### src/rtl/idx_reg_port.sv
module idx_reg_port #(
  parameter int DW = 8,
  parameter int AW = 4,
  localparam int NHALF = (2 ** AW) / 2
) (
  input  logic                  clk,
  input  logic                  rst_n,
  input  logic                  host_sel,
  input  logic                  host_wr,
  input  logic                  host_rd,
  input  logic [DW-1:0]         host_wdata,
  output logic [DW-1:0]         host_rdata,
  input  logic [NHALF*DW-1:0]   cap_bank,
  output logic [NHALF*DW-1:0]   gen_bank
);

  logic [AW-1:0] ptr_q;
  logic          auto_q;
  logic [DW-1:0] gen_q [NHALF];

  logic ptr_wr, data_acc, data_wr;
  assign ptr_wr   = host_wr & ~host_sel;
  assign data_acc = host_sel & (host_wr | host_rd);
  assign data_wr  = host_sel & host_wr;

  always_ff @(posedge clk) begin
    if (!rst_n) begin
      ptr_q  <= '0;
      auto_q <= 1'b0;
    end else if (ptr_wr) begin
      ptr_q  <= host_wdata[AW-1:0];
      auto_q <= host_wdata[DW-1];
    end else if (data_acc && auto_q) begin
      ptr_q  <= ptr_q + 1'b1;
    end
  end

  for (genvar g = 0; g < NHALF; g++) begin : g_gen
    always_ff @(posedge clk) begin
      if (!rst_n)
        gen_q[g] <= '0;
      else if (data_wr && ptr_q[AW-1] && ptr_q[AW-2:0] == g[AW-2:0])
        gen_q[g] <= host_wdata;
    end
    assign gen_bank[g*DW +: DW] = gen_q[g];
  end

  logic [DW-1:0] win_byte, ptr_byte;
  assign win_byte   = ptr_q[AW-1] ? '0 : cap_bank[ptr_q[AW-2:0]*DW +: DW];
  assign ptr_byte   = {auto_q, {(DW-AW-1){1'b0}}, ptr_q};
  assign host_rdata = host_sel ? win_byte : ptr_byte;

  p_addr_load_r2: assert property (@(posedge clk) disable iff (!rst_n)
    ptr_wr |=> (ptr_q == $past(host_wdata[AW-1:0])) && (auto_q == $past(host_wdata[DW-1])));

  p_wo_read_zero_r4: assert property (@(posedge clk) disable iff (!rst_n)
    (host_sel && ptr_q[AW-1]) |-> host_rdata == '0);

  p_ro_ignore_r6: assert property (@(posedge clk) disable iff (!rst_n)
    (data_wr && !ptr_q[AW-1]) |=> $stable(gen_bank));

  p_ptr_inc_r7: assert property (@(posedge clk) disable iff (!rst_n)
    (data_acc && auto_q) |=> ptr_q == $past(ptr_q) + 1'b1);

  p_ptr_hold_r8: assert property (@(posedge clk) disable iff (!rst_n)
    (data_acc && !auto_q) |=> $stable(ptr_q));

  p_mode_latch_r9: assert property (@(posedge clk) disable iff (!rst_n)
    !ptr_wr |=> $stable(auto_q));

endmodule

### config.mk
export PLATFORM = sky130hd
export DESIGN_NAME = idx_reg_port
export DESIGN_NICKNAME = d
export VERILOG_FILES = /design/src/rtl/idx_reg_port.sv
export SDC_FILE = /design/constraint.sdc
export NUM_CORES = 1
export LEC_CHECK = 0
export CAP_MARGIN = 10
export CORE_MARGIN = 4
export CORE_UTILIZATION = 31
export CTS_BUF_LIST = sky130_fd_sc_hd__clkbuf_8
export CTS_CLUSTER_SIZE = 30
export DETAILED_ROUTE_END_ITERATION = 10
export PLACE_DENSITY = 0.67
export SYNTH_ARGS = -nofsm -noshare
export SYNTH_HDL_FRONTEND = slang
export SYNTH_SLANG_ARGS = --single-unit
export TNS_END_PERCENT = 1
### constraint.sdc
create_clock -name clk -period 1.85 [get_ports clk]
set_input_delay 0.185 -clock clk [delete_from_list [all_inputs] [get_ports clk]]
set_output_delay 0.185 -clock clk [all_outputs]
set_load 0.02 [all_outputs]
---- Yosys cells after proc, flatten, opt, wreduce, memory -nomap -nowiden ----
Memories as Yosys holds them, arrays and structs flattened.
Index checks and enable logic that the tools add are counted.
word-level totals
  memories kept ........................... 1
  input port bits ......................... 77
  memory bits (writable) .................. 64
  register bits ........................... 5
  logic and storage cells ................. 74
operators by class
  add/subtract/negate cells ............... 1
  reduce and logical (&&, ||, !) cells .... 12
  bitwise logic cells ..................... 13
  shift operators ......................... 1
  eq/ne operators ......................... 7
  mux-type cells .......................... 37
memories
  name   depth  bits a word  read ports  clocked after Yosys merged registers in  write ports  line  RTL
  gen_q  8      8            8           0                                        8            19    logic [DW-1:0] gen_q [NHALF];
operators by type and width
  cell                 number
  $mux 8               10
  $shiftx 64x7->8      1
  $mux 1               25
  $eq 3x3->1 const B   4
  $logic_and 1x1->1    10
  $or 1x1->1           9
  $mux 4               2
  $eq 3x2->1 const B   2
  $add 4x1->4 const B  1
  $and 1x1->1          3
  $eq 3x1->1 const B   1
  $logic_not 3->1      1
  $reduce_bool 2->1    1
  $not 1->1            1

---- Depth between registers and ports, before layout ----
Gate-level depths: netlist of the first run.
  depth in word-level cells ............... 7
  gate-level depth with buffers ........... 6
  gate-level depth less buffers ........... 5

---- Least setup slack after synthesis of the first run ----
Ideal clock, no wire load.
  path kind ............................... register -> register
  from .................................... register ptr_q[0]
  to ...................................... memory gen_q[0][0] (enable)
  period minus slack after synthesis ...... 1,903 ps
  arrival time ............................ 1,519 ps
  setup slack ............................. -53 ps
  stages on the path, launching flop included .. 6
  cell sequence ........................... dfxtp_1 buf_6 inv_1 ha_1 nand3_1 o21ai_0
RTL lines
  what                    line  RTL
  from (decl)             17    logic [AW-1:0] ptr_q;
  from (signal assigned)  31    ptr_q <= host_wdata[AW-1:0];
  from (signal assigned)  34    ptr_q <= ptr_q + 1'b1;
  to (decl)               19

---- Worst setup path in the final report of the first run ----
  from .................................... register ptr_q[0]
  to ...................................... output host_rdata[1]
between the ends
  word-level cells in the longest chain between the ends .. 3
RTL lines
  what             line  RTL
  $shiftx 64x7->8  49    assign win_byte = ptr_q[AW-1] ? '0 : cap_bank[ptr_q[AW-2:0]*DW +: DW];
  $mux 8           49
  $mux 8           51    assign host_rdata = host_sel ? win_byte : ptr_byte;
  to (decl)        12    output logic [DW-1:0] host_rdata,
No other way between the ends.

==> summary.txt, run 1 <==
Layout
  • Fillers: about 930
  • Post-route design area: 5500 um^2
  • Final #Nets: ~520
  • Area of the multi-input gates: 1310 um^2
  • Share of post-route cells with drive strength above 1: ~20%
  • Syn-to-layout area delta: 61.9%
  • Register area: around 2000 um^2
  • Diodes inserted: 0
  • Fin cells: about 580

Routing
  • Vias per Instance: roughly 4.8
  • Final routed DRC violation total: 0
  • Post-Route WL: between 9 and 10 mm
  • Via count: approximately 2700
  • WL per Instance: ~16 um
  • Remaining antenna violation count: 0
  • Initial DRC count: approximately 110
  • Initial DRT Pass Iterations: 4

Setup path
  • Reg2Reg Setup Slack: around 0.060 ns
  • Startpoint class of the critical path: flip-flop
  • Crit end category: output pin
  • CP Max Fanout: 6
  • Worst Path Required: 1.66 ns
  • Critical path type: reg2out
  • Worst path arrival time: about 1.9 ns

Timing
  • Worst setup margin: -0.225 ns
  • Max Freq: between 400 and 500 MHz
  • Least-Margin Pin Slew: around 0.5 ns
  • Rel. slew slack: ~67%
  • Final Hold Viols: 0
  • Skew final: approximately 0.014 ns
  • Final setup violating endpoints: 8
  • RSZ-0062 raised after global routing: true
  • Fin crit share: 112%
  • Min Tclk post-route: around 2.1 ns
  • Max-slew violation count: 0

Global routing
  • Largest net degree at the start of global routing: 18
  • Vias in the first global route: 3018
  • Overall Global Routing Usage: between 10% and 20%
  • Grt peak-use layer: met2
  • GR Util met1: between 15 and 20%
  • GR Layer Usage met2: roughly a quarter
  • GR Overflow Total: 0
  • Routing usage on met3: roughly 3.6%
  • First-pass GRT wire length: between 10 and 15 mm
  • Initial antenna violation count: 0

Placed design
  • I/O Buffers: 148
  • Placed cells: about 560
  • Placement Cell Area: about 5300 um^2
  • Dpl hpwl: roughly 7.2 mm
  • Gpl congestion: between 0.8 and 0.9

CTS
  • Worst-path clk slew: approximately 0.08 ns
  • Clock tree from TritonCTS: done
  • Inserted Clock Buffers: 9
  • Hold_buf cts: 0
  • H-tree levels: 3
  • Clock sinks: 69
  • Clk root buf: clkbuf_8
  • CTS max path bufs: 2
  • Clock Latency Late Sink: 0.34 ns

Logic synthesis
  • Mean Syn Cell Area: approximately 13 um^2
  • Synth Warn #: 0
  • Synth Cell Area: approximately 3400 um^2
  • Seq cells post-synth: 69
  • Cell taking the most area after synthesis: edfxtp_1
  • Mapped Cells: roughly 250
  • Post-synth cell types: 32
  • Register area share after synthesis: 59.6%
  • Top post-synthesis cells by area: edfxtp_1 (57%), and2_1 (12%), mux4_1 (5.4%)
  • Post-synth top area share: a little under three fifths
  • Syn Nets: 336

Floorplanning
  • Overall die area: 12700 um^2
  • Core area: about 11000 um^2
  • Die width: 113 um
  • IO Pins: roughly 150
  • Initial core utilization: between 30 and 40%
  • Row Count: 37
  • Die Span Y: ~110 um

Run status
  • Failing checks: negative setup slack
  • Status: finished with violations

Flow run
  • Max_cap viols: 0

Power and ir drop
  • Maximum vdd drop: ~0.27 mV
  • Power per cell area: approximately 670 nW/um^2
  • Leakage Power: roughly 2.0 nW
  • Tot Pwr: about 3.7 mW

Worst hold path
  • Worst hold path type: reg2reg
## routing by layer
| layer | part of all wire [%] | up-vias |
|---|---|---|
| met5 | 0 | - |
| met4 | 2.9 | 0 |
| li1 | - | 1292 |
| met1 | 38 | 1272 |
| met3 | 8.7 | 22 |
| met2 | 50 | 157 |
## cell type report
class	count	area share (%)
sequential	69	36.9
timing repair buffer	182	32.3
multi-input combinational	166	23.8
tap	136	3.10
clock buffer	9	2.25
clock inverter	7	1.21
inverter	7	0.478
## critical path, stage by stage, from the launching register on
cell     delay [ns]
dfxtp_4        0.39
buf_12         0.13
mux4_1         0.54
a32oi_1        0.22
o21ai_1        0.10
buf_4          0.17
## cell families after synthesis
| group | count (synthesis) | synth area share (%) |
|---|---|---|
| flip-flops | 69 | 59.6 |
| AO/OA/AOI/OAI | 36 | 7.00 |
| AND/OR/NAND/NOR | 105 | 17.4 |
| multiplexers | 19 | 11.2 |
| buffers and inverters | 18 | 2.65 |
| adder cells (fa/ha/maj) | 6 | 2.21 |
## per-stage QoR
step	utilization [%]	setup slack [ns]	hold WS, ns	TNS (ns)
final	52.3	-0.225	0.645	-0.986
after global routing	52.3	-0.272	0.703	-2.25
after CTS	51.8	-0.248	0.650	-1.23
after detailed placement	50.0	-0.299	0.639	-1.99
after global placement	50.0	-0.240	0.639	-1.65
after floorplan	-	-0.0460	0.313	-0.843
## Yosys cell counts, drive strengths merged
library cell,n
nand4,4
a32oi,2
a21oi,6
a221oi,1
o21ai,14
o211a,1
o211ai,4
mux4,13
nand2b,2
ha,6
clkbuf,2
buf,9
nor4,1
a21boi,2
o2111ai,1
nor2,13
nand2,12
and2,64
nand3,5
inv,7
a31oi,4
mux2i,6
edfxtp,64
nor2b,4
a22oi,1
dfxtp,5
## worst paths after layout
| path | startpoint | to | depth (start not counted) |
|---|---|---|---|
| worst max-delay path | ptr_q[0]$_SDFFE_PN0P_ | host_rdata[1] | 5 |
| worst min-delay path | ptr_q[3]$_SDFFE_PN0P_ | ptr_q[3]$_SDFFE_PN0P_ | 3 |
| worst max register to register | ptr_q[0]$_SDFFE_PN0P_ | gen_q[1][6]$_SDFFCE_PN0P_ | 8 |
| worst min register to register | ptr_q[3]$_SDFFE_PN0P_ | ptr_q[3]$_SDFFE_PN0P_ | 3 |
## what timing repair did
item | 4_1_cts | 5_1_grt
cloned | 1 | 0
endpoints found under the setup margin | 8 | 99
resized for setup | 46 | 20
pin swaps | 5 | 2
setup buffers | 2 | 0
endpoints found under the hold margin | 0 | 0
## placed cells by master, fill, tap and decap left out, types with 3 or more instances in the layout
cell type | netlist | layout
a21oi_1 | 6 | 5
a31oi_1 | 4 | 4
and2_1 | 64 | 64
buf_12 | 0 | 3
buf_2 | 6 | 4
buf_4 | 0 | 31
buf_6 | 2 | 3
clkbuf_8 | 0 | 9
clkdlybuf4s50_1 | 0 | 140
clkinv_2 | 0 | 3
dfxtp_1 | 5 | 3
edfxtp_1 | 64 | 64
ha_1 | 6 | 4
inv_1 | 7 | 6
mux2i_1 | 6 | 6
mux4_2 | 6 | 11
nand2_1 | 12 | 12
nand3_1 | 5 | 3
nand4_1 | 4 | 4
nor2_1 | 13 | 9
nor2_2 | 0 | 4
nor2b_1 | 3 | 3
o211ai_2 | 3 | 3
o21ai_0 | 9 | 3
o21ai_1 | 5 | 9
## power breakdown
part	internal, mW	switching [mW]	total [mW]
sequential	1.75	0.0232	1.78
combinational	0.403	0.323	0.726
clock	0.615	0.558	1.17
total	2.77	0.904	3.67
## state kept, by name (all words and copies together), names as in the netlist
name,count
auto_q,1
ptr_q,4
gen_q,64
(Power assumes the default switching activity.)
==> run 2, diff against run 1 <==
- CORE_MARGIN: 4 -> 2
==> run 2 against run 1 <==
The flow still finishes with violations (negative setup slack). Non-clock buffer count down 10. Flip-flop and latch count unchanged. Cell area down 1.8%. Clock power up 12%. Hold slack better by 0.025 ns. First-iteration DRC count up 70%. Combinational power down 5.0%. Fmax up 3.5%. Clock-buffer cell count unchanged. Clock skew down 0.0068 ns. Via count down 2.1%. Core utilization down 2.1 points.
==> summary.txt, run 2 (synthesized netlist as in run 1, its figures left out) <==
Timing
  • Rel. slew slack: around 68%
  • Fin crit share: 108%
  • RSZ-0062 raised after global routing: true
  • Least-Margin Pin Slew: approximately 0.48 ns
  • Worst setup margin: -0.155 ns
  • Skew final: 0.00715 ns
  • Final setup violating endpoints: 8
  • Worst hold slack: 0.670 ns
  • Final Hold Viols: 0
  • Post-route setup TNS: -0.913 ns
  • Max-slew violation count: 0
  • Max Freq: 499 MHz
  • Min Tclk post-route: about 2.0 ns

Setup path
  • Reg2Reg Depth: 7
  • RR Startpoint: ptr_q[0]$_SDFFE_PN0P_
  • Crit end category: output pin
  • CP Max Fanout: 5
  • Max incr delay on CP: around 0.5 ns
  • Reg2Reg Setup Slack: between 0.1 and 0.15 ns
  • Cell depth of the worst setup path: 5
  • Critical Path Slowest Stage Cell: mux4_2
  • Worst Path Required: about 1.7 ns
  • Critical path type: reg2out
  • Cell class contributing the biggest share of worst-path delay: multiplexers
  • CP Cell Sequence: buf_12 -> mux4_2 -> a32oi_1 -> o21ai_1 -> buf_4
  • Crit path buffers/inverters: 2
  • Worst setup endpoint: host_rdata[2]
  • CP startpoint: ptr_q[0]$_SDFFE_PN0P_
  • Startpoint class of the critical path: flip-flop
  • R2R Path End: gen_q[1][28]$_SDFFCE_PN0P_
  • Worst path arrival time: approximately 1.8 ns

Floorplanning
  • IO Pins: 149
  • Die width: around 110 um
  • Overall die area: 11800 um^2
  • Die Span Y: roughly 110 um
  • Row Count: 38
  • Initial core utilization: approximately a third
  • Core area: 10700 um^2

Routing
  • Vias per Instance: approximately 4.7
  • Initial DRC count: between 150 and 200
  • Post-Route WL: 8.89 mm
  • WL per Instance: about 16 um
  • Remaining antenna violation count: 0
  • Final routed DRC violation total: 0
  • Via count: 2685
  • Initial DRT Pass Iterations: 4

Power and ir drop
  • Power per cell area: roughly 700 nW/um^2
  • Leakage Power: a little under 2 nW
  • Maximum vdd drop: between 0.3 and 0.4 mV

Global routing
  • First-pass GRT wire length: between 10 and 15 mm
  • Largest net degree at the start of global routing: 22
  • Initial antenna violation count: 0
  • Overall Global Routing Usage: 15.5%
  • GR Overflow Total: 0
  • Vias in the first global route: 2645

Layout
  • Max FFs per register: 64
  • Top flop regs: gen_q x64, ptr_q x4, auto_q x1
  • Syn-to-layout area delta: 59.0%
  • Commonest non-fill, non-tap cells in the layout: clkdlybuf4s50_1 (140), and2_1 (64), edfxtp_1 (64), buf_4 (23)
  • Diodes inserted: 0
  • Commonest non-fill, non-tap cell in the layout: clkdlybuf4s50_1
  • Final #Nets: ~500
  • Share of post-route cells with drive strength above 1: around 17%
  • Reg with most FFs: gen_q

CTS
  • H-tree levels: 3
  • Clock Latency Late Sink: 0.35 ns
  • Inserted Clock Buffers: 9
  • Clock sinks: between 60 and 70
  • Setup bufs post-CTS: 0
  • Clk root buf: clkbuf_8
  • Worst-path clk slew: 0.07 ns
  • Clock tree from TritonCTS: done
  • CTS max path bufs: 2

Run status
  • Status: finished with violations
  • Failing checks: negative setup slack

Worst hold path
  • Worst hold path type: reg2reg

Placed design
  • Gpl congestion: 0.797
  • Pre-CTS WS: -0.300 ns
  • Dpl hpwl: slightly below 7 mm
  • I/O Buffers: roughly 150

Flow run
  • Max_cap viols: 0
-- run 2: worst min-delay path by stage --
stage	cells after the start	endpoint	from	slack, ns
after floorplan	1	ptr_q[2]$_SDFFE_PN0P_	rst_n	0.31
after global placement	3	ptr_q[3]$_SDFFE_PN0P_	ptr_q[3]$_SDFFE_PN0P_	0.66
after detailed placement	3	ptr_q[3]$_SDFFE_PN0P_	ptr_q[3]$_SDFFE_PN0P_	0.64
after CTS	4	ptr_q[0]$_SDFFE_PN0P_	host_rd	0.65
after global routing	4	ptr_q[0]$_SDFFE_PN0P_	host_rd	0.70
final	3	ptr_q[3]$_SDFFE_PN0P_	ptr_q[3]$_SDFFE_PN0P_	0.67
-- run 2: worst reg2reg max path, stage by stage (launching register included) --
cell	delay, ns
dfxtp_4	0.39
buf_12	0.15
buf_4	0.17
ha_1	0.19
ha_1	0.15
inv_1	0.05
o21ai_0	0.15
buf_4	0.19
-- run 2: what timing repair did --
item | in CTS | in global routing
pin swaps | 2 | 0
endpoints found under the setup margin | 78 | 52
hold buffers | 0 | 0
gates cloned | 0 | 0
gates resized for setup | 48 | 5
-- run 2: per-stage QoR --
stage          cells  cell area (um^2)  util [%]  power (mW)
5_1_grt          570              5400      50.2        3.90
4_1_cts          570              5390      50.1        3.80
3_5_place_dp     554              5200      48.4        2.51
3_3_place_gp     554              5200      48.4        2.50
6_report         570              5400      50.2        3.77
2_1_floorplan    253              3390         -        2.09
-- run 2: final cells by class --
class	instances	area, um^2
clock buffer	9	124
clock inverter	7	90.1
fill	993	5350
inverter	7	26.3
multi-input combinational	166	1280
sequential	69	2030
tap	140	175
timing repair buffer	172	1680
-- run 2: power breakdown --
group	leakage, nW	internal, mW	switching (mW)
Clock	0.107	0.751	0.557
Sequential	0.703	1.75	0.0237
Combinational	1.16	0.380	0.310
-- run 2: metal layers --
layer	wire (um)	global-route usage (%)	vias to the layer above	share of wire (%)
met5	0	0	-	0
met4	254	6.96	0	2.9
met3	821	4.42	19	9.2
met2	4170	25.8	162	47
met1	3640	18.7	1231	41
li1	-	-	1273	-
